**config.mk**
```make
export PLATFORM = sky130hd
export DESIGN_NAME = pair_pipe_ctrl
export DESIGN_NICKNAME = d
export VERILOG_FILES = /design/src/rtl/pair_pipe_pkg.sv /design/src/rtl/pair_pipe_front.sv /design/src/rtl/pair_pipe_issue.sv /design/src/rtl/pair_pipe_lane.sv /design/src/rtl/pair_pipe_ctrl.sv
export SDC_FILE = /design/constraint.sdc
export NUM_CORES = 1
export LEC_CHECK = 0
export ABC_AREA = 0
export ABC_CLOCK_PERIOD_IN_PS = 2200
export BUFFER_PORTS_ARGS = -buffer_cell sky130_fd_sc_hd__buf_4
export CAP_MARGIN = 5
export CORE_ASPECT_RATIO = 1.2
export CORE_UTILIZATION = 40
export CTS_BUF_LIST = sky130_fd_sc_hd__clkbuf_8
export CTS_CLUSTER_DIAMETER = 50
export DETAILED_ROUTE_END_ITERATION = 10
export PLACE_DENSITY = 0.77
export SYNTH_ARGS = -nofsm -noshare
export SYNTH_HDL_FRONTEND = slang
export SYNTH_SLANG_ARGS = --single-unit
```
**constraint.sdc**
```tcl
create_clock -name clk -period 2.2 [get_ports clk]
set_clock_uncertainty 0.05 [all_clocks]
set_input_delay 0.11 -clock clk [delete_from_list [all_inputs] [get_ports clk]]
set_output_delay 0.11 -clock clk [all_outputs]
set_load 0.005 [all_outputs]
```
**src/rtl/pair_pipe_pkg.sv**
```systemverilog
package pair_pipe_pkg;

  typedef enum int {
    STG_PF = 0,
    STG_D1 = 1,
    STG_D2 = 2,
    STG_EX = 3,
    STG_WB = 4
  } stg_e;

  localparam int FRONT_DEPTH = 3;
  localparam int N_STG       = FRONT_DEPTH + 2;
  localparam int N_LANES     = 2;
  localparam int LANE_P      = 0;
  localparam int LANE_S      = 1;

endpackage

```
**src/rtl/pair_pipe_front.sv**
```systemverilog
module pair_pipe_front
  import pair_pipe_pkg::*;
#(
  parameter int TAG_W = 8,
  parameter int DEPTH = FRONT_DEPTH
) (
  input  logic                   clk,
  input  logic                   rst,
  input  logic                   hold,
  input  logic                   in_valid,
  input  logic [TAG_W-1:0]       in_p_tag,
  input  logic                   in_s_vld,
  input  logic [TAG_W-1:0]       in_s_tag,
  output logic                   in_ready,
  input  logic                   out_ok,
  output logic                   out_fire,
  output logic [TAG_W-1:0]       out_p_tag,
  output logic                   out_s_vld,
  output logic [TAG_W-1:0]       out_s_tag,
  output logic [DEPTH-1:0]       stg_p_vld,
  output logic [DEPTH-1:0]       stg_s_vld,
  output logic [DEPTH*TAG_W-1:0] stg_p_tag,
  output logic [DEPTH*TAG_W-1:0] stg_s_tag
);

  localparam int LAST = DEPTH - 1;

  logic [DEPTH-1:0] v_q;
  logic [DEPTH-1:0] sv_q;
  logic [DEPTH-1:0] open;
  logic [TAG_W-1:0] pt_q [DEPTH];
  logic [TAG_W-1:0] st_q [DEPTH];

  // A stage can take new contents when it is empty or its own contents move on.
  // Decode stages (index > 0) are frozen while hold is high; PF only when full.
  always_comb begin : open_chain
    logic nxt;
    nxt = out_ok;
    for (int k = LAST; k >= 0; k--) begin
      open[k] = !(hold && (k != 0)) && (!v_q[k] || nxt);
      nxt     = open[k];
    end
  end

  for (genvar k = 0; k < DEPTH; k++) begin : g_stg
    if (k == 0) begin : g_head
      always_ff @(posedge clk) begin
        if (rst) begin
          v_q[k]  <= 1'b0;
          sv_q[k] <= 1'b0;
        end else if (open[k]) begin
          v_q[k]  <= in_valid;
          sv_q[k] <= in_valid && in_s_vld;
        end
      end
      always_ff @(posedge clk) begin
        if (open[k]) begin
          pt_q[k] <= in_p_tag;
          st_q[k] <= in_s_tag;
        end
      end
    end else begin : g_body
      always_ff @(posedge clk) begin
        if (rst) begin
          v_q[k]  <= 1'b0;
          sv_q[k] <= 1'b0;
        end else if (open[k]) begin
          v_q[k]  <= v_q[k-1];
          sv_q[k] <= sv_q[k-1];
        end
      end
      always_ff @(posedge clk) begin
        if (open[k]) begin
          pt_q[k] <= pt_q[k-1];
          st_q[k] <= st_q[k-1];
        end
      end
    end
    assign stg_p_tag[k*TAG_W +: TAG_W] = pt_q[k];
    assign stg_s_tag[k*TAG_W +: TAG_W] = st_q[k];
  end

  assign in_ready  = open[0];
  assign out_fire  = v_q[LAST] && !hold && out_ok;
  assign out_p_tag = pt_q[LAST];
  assign out_s_vld = sv_q[LAST];
  assign out_s_tag = st_q[LAST];
  assign stg_p_vld = v_q;
  assign stg_s_vld = sv_q;

endmodule

```
**src/rtl/pair_pipe_issue.sv**
```systemverilog
module pair_pipe_issue (
  input  logic p_ex_v,
  input  logic s_ex_v,
  input  logic p_ex_stall,
  input  logic s_ex_stall,
  output logic p_go,
  output logic s_go,
  output logic ex_free
);

  logic p_blocked;

  // Primary is never held by the secondary; secondary waits on a stalled primary.
  assign p_blocked = p_ex_v && p_ex_stall;
  assign p_go      = p_ex_v && !p_ex_stall;
  assign s_go      = s_ex_v && !s_ex_stall && !p_blocked;
  // EX takes the next pair only when both lanes vacate it this cycle.
  assign ex_free   = (!p_ex_v || p_go) && (!s_ex_v || s_go);

endmodule

```
**src/rtl/pair_pipe_lane.sv**
```systemverilog
module pair_pipe_lane #(
  parameter int TAG_W = 8
) (
  input  logic             clk,
  input  logic             rst,
  input  logic             load,
  input  logic             load_v,
  input  logic [TAG_W-1:0] load_tag,
  input  logic             go,
  output logic             ex_v,
  output logic [TAG_W-1:0] ex_tag,
  output logic             wb_v,
  output logic [TAG_W-1:0] wb_tag
);

  always_ff @(posedge clk) begin
    if (rst) begin
      ex_v <= 1'b0;
      wb_v <= 1'b0;
    end else begin
      wb_v <= go;
      if (load) begin
        ex_v <= load_v;
      end else if (go) begin
        ex_v <= 1'b0;
      end
    end
  end

  always_ff @(posedge clk) begin
    if (load) begin
      ex_tag <= load_tag;
    end
    if (go) begin
      wb_tag <= ex_tag;
    end
  end

endmodule

```
**src/rtl/pair_pipe_ctrl.sv**
```systemverilog
module pair_pipe_ctrl
  import pair_pipe_pkg::*;
#(
  parameter int TAG_W = 8
) (
  input  logic                   clk,
  input  logic                   rst,
  input  logic                   in_valid,
  output logic                   in_ready,
  input  logic [TAG_W-1:0]       in_p_tag,
  input  logic                   in_s_vld,
  input  logic [TAG_W-1:0]       in_s_tag,
  input  logic                   dec_stall,
  input  logic                   p_ex_stall,
  input  logic                   s_ex_stall,
  output logic [N_STG-1:0]       p_stg_vld,
  output logic [N_STG-1:0]       s_stg_vld,
  output logic [N_STG*TAG_W-1:0] p_stg_tag,
  output logic [N_STG*TAG_W-1:0] s_stg_tag,
  output logic                   cmp_p_vld,
  output logic [TAG_W-1:0]       cmp_p_tag,
  output logic                   cmp_s_vld,
  output logic [TAG_W-1:0]       cmp_s_tag
);

  logic                         fr_fire;
  logic [TAG_W-1:0]             fr_p_tag;
  logic                         fr_s_vld;
  logic [TAG_W-1:0]             fr_s_tag;
  logic [FRONT_DEPTH-1:0]       fr_p_vld_v;
  logic [FRONT_DEPTH-1:0]       fr_s_vld_v;
  logic [FRONT_DEPTH*TAG_W-1:0] fr_p_tag_v;
  logic [FRONT_DEPTH*TAG_W-1:0] fr_s_tag_v;
  logic                         ex_free;

  logic [N_LANES-1:0] ln_ldv;
  logic [N_LANES-1:0] ln_go;
  logic [N_LANES-1:0] ln_exv;
  logic [N_LANES-1:0] ln_wbv;
  logic [TAG_W-1:0]   ln_ldtag [N_LANES];
  logic [TAG_W-1:0]   ln_extag [N_LANES];
  logic [TAG_W-1:0]   ln_wbtag [N_LANES];

  pair_pipe_front #(
    .TAG_W (TAG_W),
    .DEPTH (FRONT_DEPTH)
  ) u_front (
    .clk       (clk),
    .rst       (rst),
    .hold      (dec_stall),
    .in_valid  (in_valid),
    .in_p_tag  (in_p_tag),
    .in_s_vld  (in_s_vld),
    .in_s_tag  (in_s_tag),
    .in_ready  (in_ready),
    .out_ok    (ex_free),
    .out_fire  (fr_fire),
    .out_p_tag (fr_p_tag),
    .out_s_vld (fr_s_vld),
    .out_s_tag (fr_s_tag),
    .stg_p_vld (fr_p_vld_v),
    .stg_s_vld (fr_s_vld_v),
    .stg_p_tag (fr_p_tag_v),
    .stg_s_tag (fr_s_tag_v)
  );

  pair_pipe_issue u_issue (
    .p_ex_v     (ln_exv[LANE_P]),
    .s_ex_v     (ln_exv[LANE_S]),
    .p_ex_stall (p_ex_stall),
    .s_ex_stall (s_ex_stall),
    .p_go       (ln_go[LANE_P]),
    .s_go       (ln_go[LANE_S]),
    .ex_free    (ex_free)
  );

  assign ln_ldv[LANE_P]   = 1'b1;
  assign ln_ldv[LANE_S]   = fr_s_vld;
  assign ln_ldtag[LANE_P] = fr_p_tag;
  assign ln_ldtag[LANE_S] = fr_s_tag;

  for (genvar l = 0; l < N_LANES; l++) begin : g_lane
    pair_pipe_lane #(
      .TAG_W (TAG_W)
    ) u_lane (
      .clk      (clk),
      .rst      (rst),
      .load     (fr_fire),
      .load_v   (ln_ldv[l]),
      .load_tag (ln_ldtag[l]),
      .go       (ln_go[l]),
      .ex_v     (ln_exv[l]),
      .ex_tag   (ln_extag[l]),
      .wb_v     (ln_wbv[l]),
      .wb_tag   (ln_wbtag[l])
    );
  end

  assign p_stg_vld = {ln_wbv[LANE_P], ln_exv[LANE_P], fr_p_vld_v};
  assign s_stg_vld = {ln_wbv[LANE_S], ln_exv[LANE_S], fr_s_vld_v};
  assign p_stg_tag = {ln_wbtag[LANE_P], ln_extag[LANE_P], fr_p_tag_v};
  assign s_stg_tag = {ln_wbtag[LANE_S], ln_extag[LANE_S], fr_s_tag_v};

  assign cmp_p_vld = p_stg_vld[STG_WB];
  assign cmp_p_tag = ln_wbtag[LANE_P];
  assign cmp_s_vld = s_stg_vld[STG_WB];
  assign cmp_s_tag = ln_wbtag[LANE_S];

endmodule

```
**Yosys cells after proc, flatten, opt, wreduce, memory -nomap -nowiden**

Memory sizes are Yosys's and may differ from the RTL's.
Index checks and enable logic that the tools add are counted.
Widths: inputs -> output; s select.

- Muxes and demuxes: 10
- Reduce and logical (&&, ||, !) cells: 26

Operators by type and width:

| cell | number |
|---|---|
| $logic_and 1x1->1 | 10 |
| $mux 1 | 10 |
| $logic_not 1->1 | 9 |
| $logic_or 1x1->1 | 5 |
| $reduce_bool 2->1 | 2 |

- Register bits: 42
- RAM bits: 48
- Input bits: 23
- Output and inout port bits: 109
- Word-level logic and storage cells: 52
- Memories: 2

Memory list:

| name | words | bits a word | rd ports | clocked after Yosys merged registers in | write ports | RTL line | RTL |
|---|---|---|---|---|---|---|---|
| u_front.pt_q | 3 | 8 | 3 | 0 | 3 | pair_pipe_front.sv:31 | `logic [TAG_W-1:0] pt_q [DEPTH];` |
| u_front.st_q | 3 | 8 | 3 | 0 | 3 | pair_pipe_front.sv:32 | `logic [TAG_W-1:0] st_q [DEPTH];` |

**Longest topological paths before layout**

Gate-level depths: netlist (run 1).

- Word-level depth: 12
- Gate-level depth with buffers: 3
- Gate-level depth less buffers: 3

**By module**

From an unflattened synthesis (run 1), not the netlist that was laid out.

- Cells, all modules: 162
- Area, all modules: 3125.5 um^2

By module, submodules not included:

| module | times used | cells an instance | area an instance (um^2) | seq. area each (um^2) |
|---|---|---|---|---|
| pair_pipe_front | 1 | 95 | 1868.0 | 1561.5 |
| pair_pipe_lane | 2 | 22 | 544.3 | 520.5 |
| pair_pipe_ctrl | 1 | 19 | 138.9 | 0.0 |
| pair_pipe_issue | 1 | 4 | 30.0 | 0.0 |

**Worst setup path before layout (run 1)**

No wires, ideal clock.

- Kind: register -> register
- Start: reg g_lane[0].u_lane.ex_v
- End: mem u_front.pt_q[1][2], in the netlist u_front.pt_q[0][10], enable pin
- Setup time: 0.383 ns
- Arrival time: 1.225 ns
- Data required time: 1.767 ns
- Slack: 0.542 ns
- Cell stages (with the launch flop): 3
- Path buffers: 0
- Period minus slack after synthesis: 1.658 ns
- Path through: dfxtp_1 > a22o_4 > a31oi_2

RTL lines:

| item | RTL line | RTL |
|---|---|---|
| start: declaration | pair_pipe_lane.sv:10 | `output logic ex_v,` |
| start signal: assignment | pair_pipe_lane.sv:23 | `ex_v <= load_v;` |
| end: declaration | pair_pipe_front.sv:31 |  |

**Worst setup path after layout (run 1)**

- Start: reg u_front.v_q[2], in the netlist u_front.stg_p_vld[2]
- End: out in_ready

- Longest elaborated chain between the ends: 6

RTL lines:

| item | RTL line | RTL |
|---|---|---|
| start: declaration | pair_pipe_front.sv:28 | `logic [DEPTH-1:0] v_q;` |
| start signal: indexed assignment | pair_pipe_front.sv:68 | `v_q[k] <= v_q[k-1];` |
| $logic_not 1->1 | pair_pipe_front.sv:40 | `open[k] = !(hold && (k != 0)) && (!v_q[k] \|\| nxt);` |
| $logic_or 1x1->1 | pair_pipe_front.sv:40 |  |
| $logic_and 1x1->1 | pair_pipe_front.sv:40 |  |
| $logic_or 1x1->1 | pair_pipe_front.sv:40 |  |
| $logic_and 1x1->1 | pair_pipe_front.sv:40 |  |
| $logic_or 1x1->1 | pair_pipe_front.sv:40 |  |
| end: declaration | pair_pipe_ctrl.sv:9 | `output logic in_ready,` |

Every way passes these cells.

==> impl_table.tex, run 1 <==
\begin{tabular}{lr}
\hline
Metric & Value \\
\hline
\multicolumn{2}{l}{\textbf{Synth}} \\
Main area contributors after synthesis & sky130\_fd\_sc\_hd\_\_edfxtp\_1, sky130\_fd\_sc\_hd\_\_dfxtp\_1, sky130\_fd\_sc\_hd\_\_buf\_4 \\
Cell area after synthesis & 0.00300 mm2 \\
Seq cells post-synth & 90 \\
Synthesized net count & 167 \\
Synthesized area per cell & 20.8 um2 \\
Distinct cells, synth & 23 \\
Cell types with the highest counts after synthesis & sky130\_fd\_sc\_hd\_\_edfxtp\_1, sky130\_fd\_sc\_hd\_\_buf\_4, sky130\_fd\_sc\_hd\_\_dfxtp\_1 \\
Async set-reset flop share out of synthesis & 0\% \\
EDFF count, synth & 80 \\
Dominant cell by count in the synthesized netlist & sky130\_fd\_sc\_hd\_\_edfxtp\_1 \\
Register area share after synthesis & 86.8\% \\
Synth warn & 0 \\
Commonest register cell after synthesis & sky130\_fd\_sc\_hd\_\_edfxtp\_1 \\
Top cell type by total area after synthesis & sky130\_fd\_sc\_hd\_\_edfxtp\_1 \\
Syn Inst Count & 144 \\
Post-synth top area share & 80.1\% \\
\multicolumn{2}{l}{\textbf{Die}} \\
Number of cell rows & 34 \\
Die footprint & 0.00785 mm2 \\
Overall die height & 96.9 um \\
Die span in x & 81.0 um \\
Initial core utilization & 41.2\% \\
Top-level port count & 132 \\
Core area & 0.00727 mm2 \\
\multicolumn{2}{l}{\textbf{STA}} \\
Achievable frequency & 0.537 GHz \\
Tightest slew margin relative to the limit & 55.2\% \\
Setup violations, final & 0 \\
Final sum of negative setup slack & 0 ns \\
Number of failing hold endpoints at the final stage & 0 \\
Period utilisation layout & 84.6\% \\
Slew at the pin with the worst max-slew slack & 0.669 ns \\
RSZ-0062 raised after global routing & no \\
Min Clock Period, post-route & 1.86 ns \\
Final slew viol count & 0 \\
\multicolumn{2}{l}{\textbf{Clocking}} \\
CTS H-Tree Depth & 3 \\
TritonCTS sink count & 90 \\
Number of clock buffers inserted by TritonCTS & 9 \\
Buffer depth of the longest clock path & 2 \\
TritonCTS clock tree & built \\
CTS clock-pin slew for the worst setup and hold paths & 0.09 ns \\
Clock latency reported for the late side of the worst-skew pair & 0.34 ns \\
Clock root buffer master & sky130\_fd\_sc\_hd\_\_clkbuf\_8 \\
\multicolumn{2}{l}{\textbf{Worst setup path}} \\
Worst path bufs/invs & 2 \\
Worst path top cell family by delay & flip-flops \\
Data arrival at the endpoint of the critical path & 1.70 ns \\
Highest cell delay on the worst timing path & 0.49 ns \\
Category of the worst setup path launch point & flop \\
Kind of end point of the critical path & output port \\
Flop-to-flop setup slack & 0.54 ns \\
Worst Path Max Fanout & 9 \\
Class of the most critical setup path & reg -> out \\
WP depth & 4 \\
Slowest stage cell, crit path & sky130\_fd\_sc\_hd\_\_dfxtp\_1 \\
CP Cell Sequence & and3\_1 > a22o\_1 > clkinvlp\_4 > buf\_4 \\
Depth of the worst register-to-register path & 4 \\
CP required & 2.04 ns \\
\multicolumn{2}{l}{\textbf{Drt}} \\
Post-DRT Antenna Nets & 0 \\
Number of DRC violations after detailed-routing iteration 0 & 39 \\
Total via count in the routed design & 1740 \\
Final routed wirelength across all metal layers & 5.58 mm \\
Drt pass-1 iters & 5 \\
Vias per cell & 4.45 \\
Final routed wire length divided by cell count & 14.3 um \\
DRC errors left & 0 \\
\multicolumn{2}{l}{\textbf{Global routing}} \\
Global-route wire length before repair & 8.34 mm \\
Total congestion overflow & 0 \\
Antenna violations before repair & 0 \\
Maximum number of pins on one net before global-route repair & 19 \\
Via count of the first global-routing pass & 1729 \\
Global Route Usage Sum & 14.7\% \\
\multicolumn{2}{l}{\textbf{Final layout}} \\
Area Growth Syn to Fin & 46.9\% \\
Sequential standard cell area & 0.00260 mm2 \\
Number of filler instances in the final layout & 578 \\
Multi-input gate area & 228 um2 \\
Ratio of cells with drive above 1 in the final layout & 54.2\% \\
Count of inserted antenna diode cells & 0 \\
Total number of nets in the final design & 319 \\
\multicolumn{2}{l}{\textbf{Power}} \\
Leakage power of the design & 1.79 nW \\
Cell Pwr Density & 720 mW/mm2 \\
Max IR drop VDD & 0.000436 V \\
Total power after layout & 3.17 mW \\
\multicolumn{2}{l}{\textbf{Job}} \\
Number of maximum-capacitance constraint violations & 0 \\
\multicolumn{2}{l}{\textbf{Placed design}} \\
Post-detail-place hpwl & 3.99 mm \\
Port bufs & 131 \\
Last weighted congestion value of the routability-driven placer & 0.773 \\
\multicolumn{2}{l}{\textbf{Min path}} \\
WHS Path Cells & 3 \\
Worst hold-check path type & in -> reg \\
\multicolumn{2}{l}{\textbf{Status}} \\
Result of the run & completed \\
\hline
\end{tabular}
-- sequential cells by signal, summed over array words and instances (netlist names) --
register	flops
u_front.pt_q	24
u_front.st_q	24
g_lane.u_lane.ex_tag	16
g_lane.u_lane.wb_tag	16
u_front.stg_p_vld	3
g_lane.u_lane.ex_v	2
g_lane.u_lane.wb_v	2
u_front.stg_s_vld	2
u_front.out_s_vld	1
-- power by group --
group          switching, mW  internal [mW]  total, mW
clock network          0.573          0.418      0.991
registers             0.0384           1.93       1.97
logic                 0.0758          0.137      0.213
total                  0.687           2.48       3.17
-- cell type report --
| class | instances | share of cell area (%) |
|---|---|---|
| Clock buffer | 9 | 2.81 |
| Sequential cell | 90 | 59.1 |
| Clock inverter | 7 | 1.25 |
| Timing Repair Buffer | 163 | 28.9 |
| Multi-Input combinational cell | 30 | 5.17 |
| Inverter | 2 | 0.256 |
| Tap cell | 90 | 2.56 |
-- cell usage in the layout, fill, tap and decap left out, types with 3 or more instances in the layout --
master and count:
sky130_fd_sc_hd__dlygate4sd3_1 20, sky130_fd_sc_hd__edfxtp_1 80, sky130_fd_sc_hd__clkbuf_8 9, sky130_fd_sc_hd__nand2b_1 5, sky130_fd_sc_hd__a21oi_1 3, sky130_fd_sc_hd__nor2b_1 3, sky130_fd_sc_hd__dfxtp_1 10, sky130_fd_sc_hd__mux2i_1 3
sky130_fd_sc_hd__clkinv_4 4, sky130_fd_sc_hd__buf_4 143
-- worst register-to-register path, stage by stage (launching register included) --
cell                         delay (ns)
sky130_fd_sc_hd__dfxtp_1           0.49
sky130_fd_sc_hd__and3_1            0.21
sky130_fd_sc_hd__a22o_1            0.25
sky130_fd_sc_hd__clkinvlp_4        0.23
sky130_fd_sc_hd__buf_4             0.22
-- layer usage --
metal | wire length (um) | part of all wire, % | vias up | track usage [%]
li1 | - | - | 827 | -
met1 | 2110 | 38 | 806 | 16.1
met2 | 2910 | 52 | 93 | 24.5
met3 | 422 | 7.6 | 14 | 5.09
met4 | 136 | 2.4 | 0 | 7.97
met5 | 0 | 0 | - | 0
-- worst paths after layout --
check | from | to
max | u_front.stg_p_vld[2] | in_ready
min reg2reg | u_front.pt_q[0][1] | u_front.pt_q[0][9]
max reg2reg | u_front.stg_p_vld[2] | u_front.pt_q[0][3]
min | s_ex_stall | g_lane[1].u_lane.ex_v
-- metrics by stage --
step                      instances  instance area, um2  util [%]  worst slack, ns  hold WS, ns
after floorplan                 144                3000         -            0.542        0.159
after CTS                       383                4340      59.7            0.101       0.0612
after detailed placement        347                3960      54.5            0.449        0.239
after global routing            391                4410      60.6            0.233        0.102
final                           391                4410      60.6            0.338       0.0843
after global placement          347                3960      54.5            0.505        0.238
-- cell families after synthesis --
| group | count (synthesis) | share of synthesized area, % |
|---|---|---|
| DFF | 90 | 86.8 |
| buffers and inverters | 24 | 5.63 |
| and+or+nand+nor | 15 | 3.25 |
| AOI/OAI and AO/OA | 12 | 3.34 |
| muxes | 3 | 1.00 |
-- repair_timing --
action,4_1_cts,5_1_grt
endpoints found under the setup margin,0,1
hold buffers,20,0
gates resized for setup,0,1
setup buffers,0,8
hold endpoints to repair,24,0
Power figures use the tool's default switching activity.
==> run 2, diff against run 1 <==
--- a/config.mk
+++ b/config.mk
@@ -6,7 +6,7 @@
 export NUM_CORES = 1
 export LEC_CHECK = 0
 export ABC_AREA = 0
-export ABC_CLOCK_PERIOD_IN_PS = 2200
+export ABC_CLOCK_PERIOD_IN_PS = 1750
 export BUFFER_PORTS_ARGS = -buffer_cell sky130_fd_sc_hd__buf_4
 export CAP_MARGIN = 5
 export CORE_ASPECT_RATIO = 1.2
==> constraint.sdc (replaced) <==
create_clock -name clk -period 1.75 [get_ports clk]
set_clock_uncertainty 0.05 [all_clocks]
set_input_delay 0.0875 -clock clk [delete_from_list [all_inputs] [get_ports clk]]
set_output_delay 0.0875 -clock clk [all_outputs]
set_load 0.005 [all_outputs]
==> impl_table.tex, run 2 (synthesized netlist as in run 1, its figures left out) <==
\begin{tabular}{lr}
\hline
Metric & Value \\
\hline
\multicolumn{2}{l}{\textbf{Worst setup path}} \\
Worst path top cell family by delay & compound AO/OA/AOI/OAI gates (was flip-flops) \\
Slowest stage cell, crit path & sky130\_fd\_sc\_hd\_\_dfxtp\_2 (was sky130\_fd\_sc\_hd\_\_dfxtp\_1) \\
Kind of end point of the critical path & output port (unchanged) \\
Worst Path Max Fanout & 17 (was 9) \\
Depth of the worst register-to-register path & 3 (was 4) \\
CP required & 1.61 ns (was 2.04 ns) \\
CP Cell Sequence & a22o\_4 > a22o\_4 > inv\_2 > buf\_12 > buf\_4 (was and3\_1 > a22o\_1 > clkinvlp\_4 > buf\_4) \\
Data arrival at the endpoint of the critical path & 1.52 ns (was 1.70 ns) \\
Category of the worst setup path launch point & flop (unchanged) \\
Reg-to-reg endpoint & g\_lane[0].u\_lane.ex\_tag[7] (was u\_front.pt\_q[0][3]) \\
CP dominant cell by count & sky130\_fd\_sc\_hd\_\_a22o\_4 \\
Worst path bufs/invs & 3 (was 2) \\
Highest cell delay on the worst timing path & 0.35 ns (was 0.49 ns) \\
Critical register-to-register path startpoint & g\_lane[1].u\_lane.ex\_v (was u\_front.stg\_p\_vld[2]) \\
Class of the most critical setup path & reg -> out (unchanged) \\
Flop-to-flop setup slack & 0.22 ns (was 0.54 ns) \\
\multicolumn{2}{l}{\textbf{Clocking}} \\
Buffer depth of the longest clock path & 2 (unchanged) \\
Number of clock buffers inserted by TritonCTS & 9 (unchanged) \\
TritonCTS sink count & 90 (unchanged) \\
Post-CTS Repair Setup Buffers & 0 (unchanged) \\
Clock latency reported for the late side of the worst-skew pair & 0.34 ns (about the same) \\
Clock root buffer master & sky130\_fd\_sc\_hd\_\_clkbuf\_8 (unchanged) \\
CTS H-Tree Depth & 3 (unchanged) \\
CTS clock-pin slew for the worst setup and hold paths & 0.09 ns (about the same) \\
TritonCTS clock tree & built (unchanged) \\
\multicolumn{2}{l}{\textbf{STA}} \\
Setup ws final & 0.0879 ns (was 0.338 ns) \\
Number of failing hold endpoints at the final stage & 0 (unchanged) \\
Setup violations, final & 0 (unchanged) \\
Hold\_ws & 0.0668 ns (was 0.0843 ns) \\
Slew at the pin with the worst max-slew slack & 0.421 ns (was 0.669 ns) \\
Tightest slew margin relative to the limit & 72.0\% (was 55.2\%) \\
Final sum of negative setup slack & 0 ns (unchanged) \\
Final slew viol count & 0 (unchanged) \\
RSZ-0062 raised after global routing & no (unchanged) \\
Period utilisation layout & 95.0\% \\
Achievable frequency & 0.602 GHz \\
Min Clock Period, post-route & 1.66 ns \\
\multicolumn{2}{l}{\textbf{Global routing}} \\
Global-route wire length before repair & 8.38 mm (was 8.34 mm) \\
Via count of the first global-routing pass & 1700 (was 1729) \\
Maximum number of pins on one net before global-route repair & 19 (unchanged) \\
Antenna violations before repair & 0 (unchanged) \\
Global Route Usage Sum & 14.7\% (about the same) \\
Total congestion overflow & 0 (unchanged) \\
\multicolumn{2}{l}{\textbf{Placed design}} \\
Last weighted congestion value of the routability-driven placer & 0.748 (was 0.773) \\
Post-detail-place hpwl & 4.03 mm (was 3.99 mm) \\
Port bufs & 131 (unchanged) \\
Worst slack, placed & 0.274 ns (was 0.449 ns) \\
\multicolumn{2}{l}{\textbf{Drt}} \\
Drt pass-1 iters & 3 (was 5) \\
DRC errors left & 0 (unchanged) \\
Post-DRT Antenna Nets & 0 (unchanged) \\
Final routed wire length divided by cell count & 14.5 um (was 14.3 um) \\
Total via count in the routed design & 1718 (was 1740) \\
Final routed wirelength across all metal layers & 5.59 mm (was 5.58 mm) \\
Number of DRC violations after detailed-routing iteration 0 & 64 (was 39) \\
Vias per cell & 4.46 (was 4.45) \\
\multicolumn{2}{l}{\textbf{Die}} \\
Overall die height & 96.9 um (unchanged) \\
Die footprint & 0.00785 mm2 (unchanged) \\
Top-level port count & 132 (unchanged) \\
Core area & 0.00727 mm2 (unchanged) \\
Die span in x & 81.0 um (unchanged) \\
Number of cell rows & 34 (unchanged) \\
Initial core utilization & 41.2\% (unchanged) \\
\multicolumn{2}{l}{\textbf{Final layout}} \\
Area Growth Syn to Fin & 47.8\% (was 46.9\%) \\
Number of filler instances in the final layout & 574 (was 578) \\
Total number of nets in the final design & 313 (was 319) \\
Largest registers & u\_front.pt\_q: 24 flops, u\_front.st\_q: 24 flops (unchanged) \\
Ratio of cells with drive above 1 in the final layout & 54.2\% (about the same) \\
Count of inserted antenna diode cells & 0 (unchanged) \\
Most common cell after layout, fill and taps aside & sky130\_fd\_sc\_hd\_\_buf\_4 (unchanged) \\
Most used cells in the layout excluding fill and tap cells & sky130\_fd\_sc\_hd\_\_buf\_4, sky130\_fd\_sc\_hd\_\_edfxtp\_1, sky130\_fd\_sc\_hd\_\_dlygate4sd3\_1 (unchanged) \\
\multicolumn{2}{l}{\textbf{Job}} \\
Number of maximum-capacitance constraint violations & 0 (unchanged) \\
\multicolumn{2}{l}{\textbf{Power}} \\
Cell Pwr Density & 954 mW/mm2 (was 720 mW/mm2) \\
Max IR drop VDD & 0.000673 V (was 0.000436 V) \\
Leakage power of the design & 1.80 nW (was 1.79 nW) \\
\multicolumn{2}{l}{\textbf{Min path}} \\
Startpoint of the tightest hold check path & s\_ex\_stall (unchanged) \\
Worst hold-check path type & in -> reg (unchanged) \\
WHS Path Cells & 3 (unchanged) \\
Hold Path Sink & g\_lane[1].u\_lane.ex\_v (unchanged) \\
\multicolumn{2}{l}{\textbf{Status}} \\
Result of the run & completed (unchanged) \\
\hline
\end{tabular}
-- run 2: cell count changes in the layout (fill, tap and decap cells not counted), moves of 2 or more --
cell,delta
sky130_fd_sc_hd__dfxtp_1,-2
sky130_fd_sc_hd__clkinv_4,-2
sky130_fd_sc_hd__buf_12,+2
sky130_fd_sc_hd__dfxtp_2,+2
sky130_fd_sc_hd__buf_4,-8
sky130_fd_sc_hd__bufinv_16,+2
-- run 2: what timing repair did --
action,CTS,global route
endpoints found under the hold margin,24,0
hold buffers,20,0
endpoints found under the setup margin,1,1
gates resized for setup,1,3
-- run 2: per-layer routing --
| layer | vias up | part of all wire [%] | global-route usage [%] | wire [um] |
|---|---|---|---|---|
| met1 | 798 | 36 | 16.0 | 1990 |
| met2 | 96 | 53 | 24.4 | 2970 |
| met4 | 0 | 2.5 | 7.97 | 139 |
| li1 | 810 | - | - | - |
| met5 | - | 0 | 0 | 0 |
| met3 | 14 | 8.8 | 5.19 | 492 |
-- run 2: power by group --
group / total, mW / switching, mW / internal, mW
registers: 2.47 / 0.0489 / 2.42
logic: 0.263 / 0.0940 / 0.169
clock network: 1.49 / 0.690 / 0.802
-- run 2: final cells by class --
class / count / area (um2) / share of cell area (%)
flip-flops and latches: 90 / 2610 / 58.8
repair buffers: 157 / 1250 / 28.3
multi-input cells: 30 / 236 / 5.33
clock buffers: 9 / 124 / 2.79
well taps: 90 / 113 / 2.54
clock inverters: 7 / 93.8 / 2.12
inverters: 2 / 7.51 / 0.169
-- run 2: tightest hold or removal path: stages --
cell                      delay, ns
sky130_fd_sc_hd__buf_4         0.11
sky130_fd_sc_hd__o21ai_0       0.09
sky130_fd_sc_hd__a21oi_1       0.13
-- run 2: worst max-delay path by stage --
stage / startpoint / endpoint / slack (ns) / cells after the start
after floorplan: g_lane[0].u_lane.ex_v / u_front.pt_q[0][10] / 0.09 / 2
after global placement: g_lane[1].u_lane.ex_v / g_lane[0].u_lane.ex_tag[3] / 0.32 / 3
after detailed placement: g_lane[0].u_lane.ex_v / g_lane[0].u_lane.ex_tag[1] / 0.27 / 3
after CTS: u_front.stg_p_vld[2] / in_ready / 0.01 / 5
after global routing: g_lane[0].u_lane.ex_v / in_ready / 0.01 / 5
final: g_lane[0].u_lane.ex_v / in_ready / 0.09 / 5
-- run 2: stage by stage --
stage / util, % / area, um2 / power [mW] / instances
after floorplan: - / 3000 / 2.55 / 144
after CTS: 60.8 / 4420 / 4.26 / 385
final: 60.9 / 4430 / 4.23 / 385
after global placement: 55.0 / 4000 / 2.74 / 349
after global routing: 60.9 / 4430 / 4.38 / 385
after detailed placement: 55.0 / 4000 / 2.75 / 349
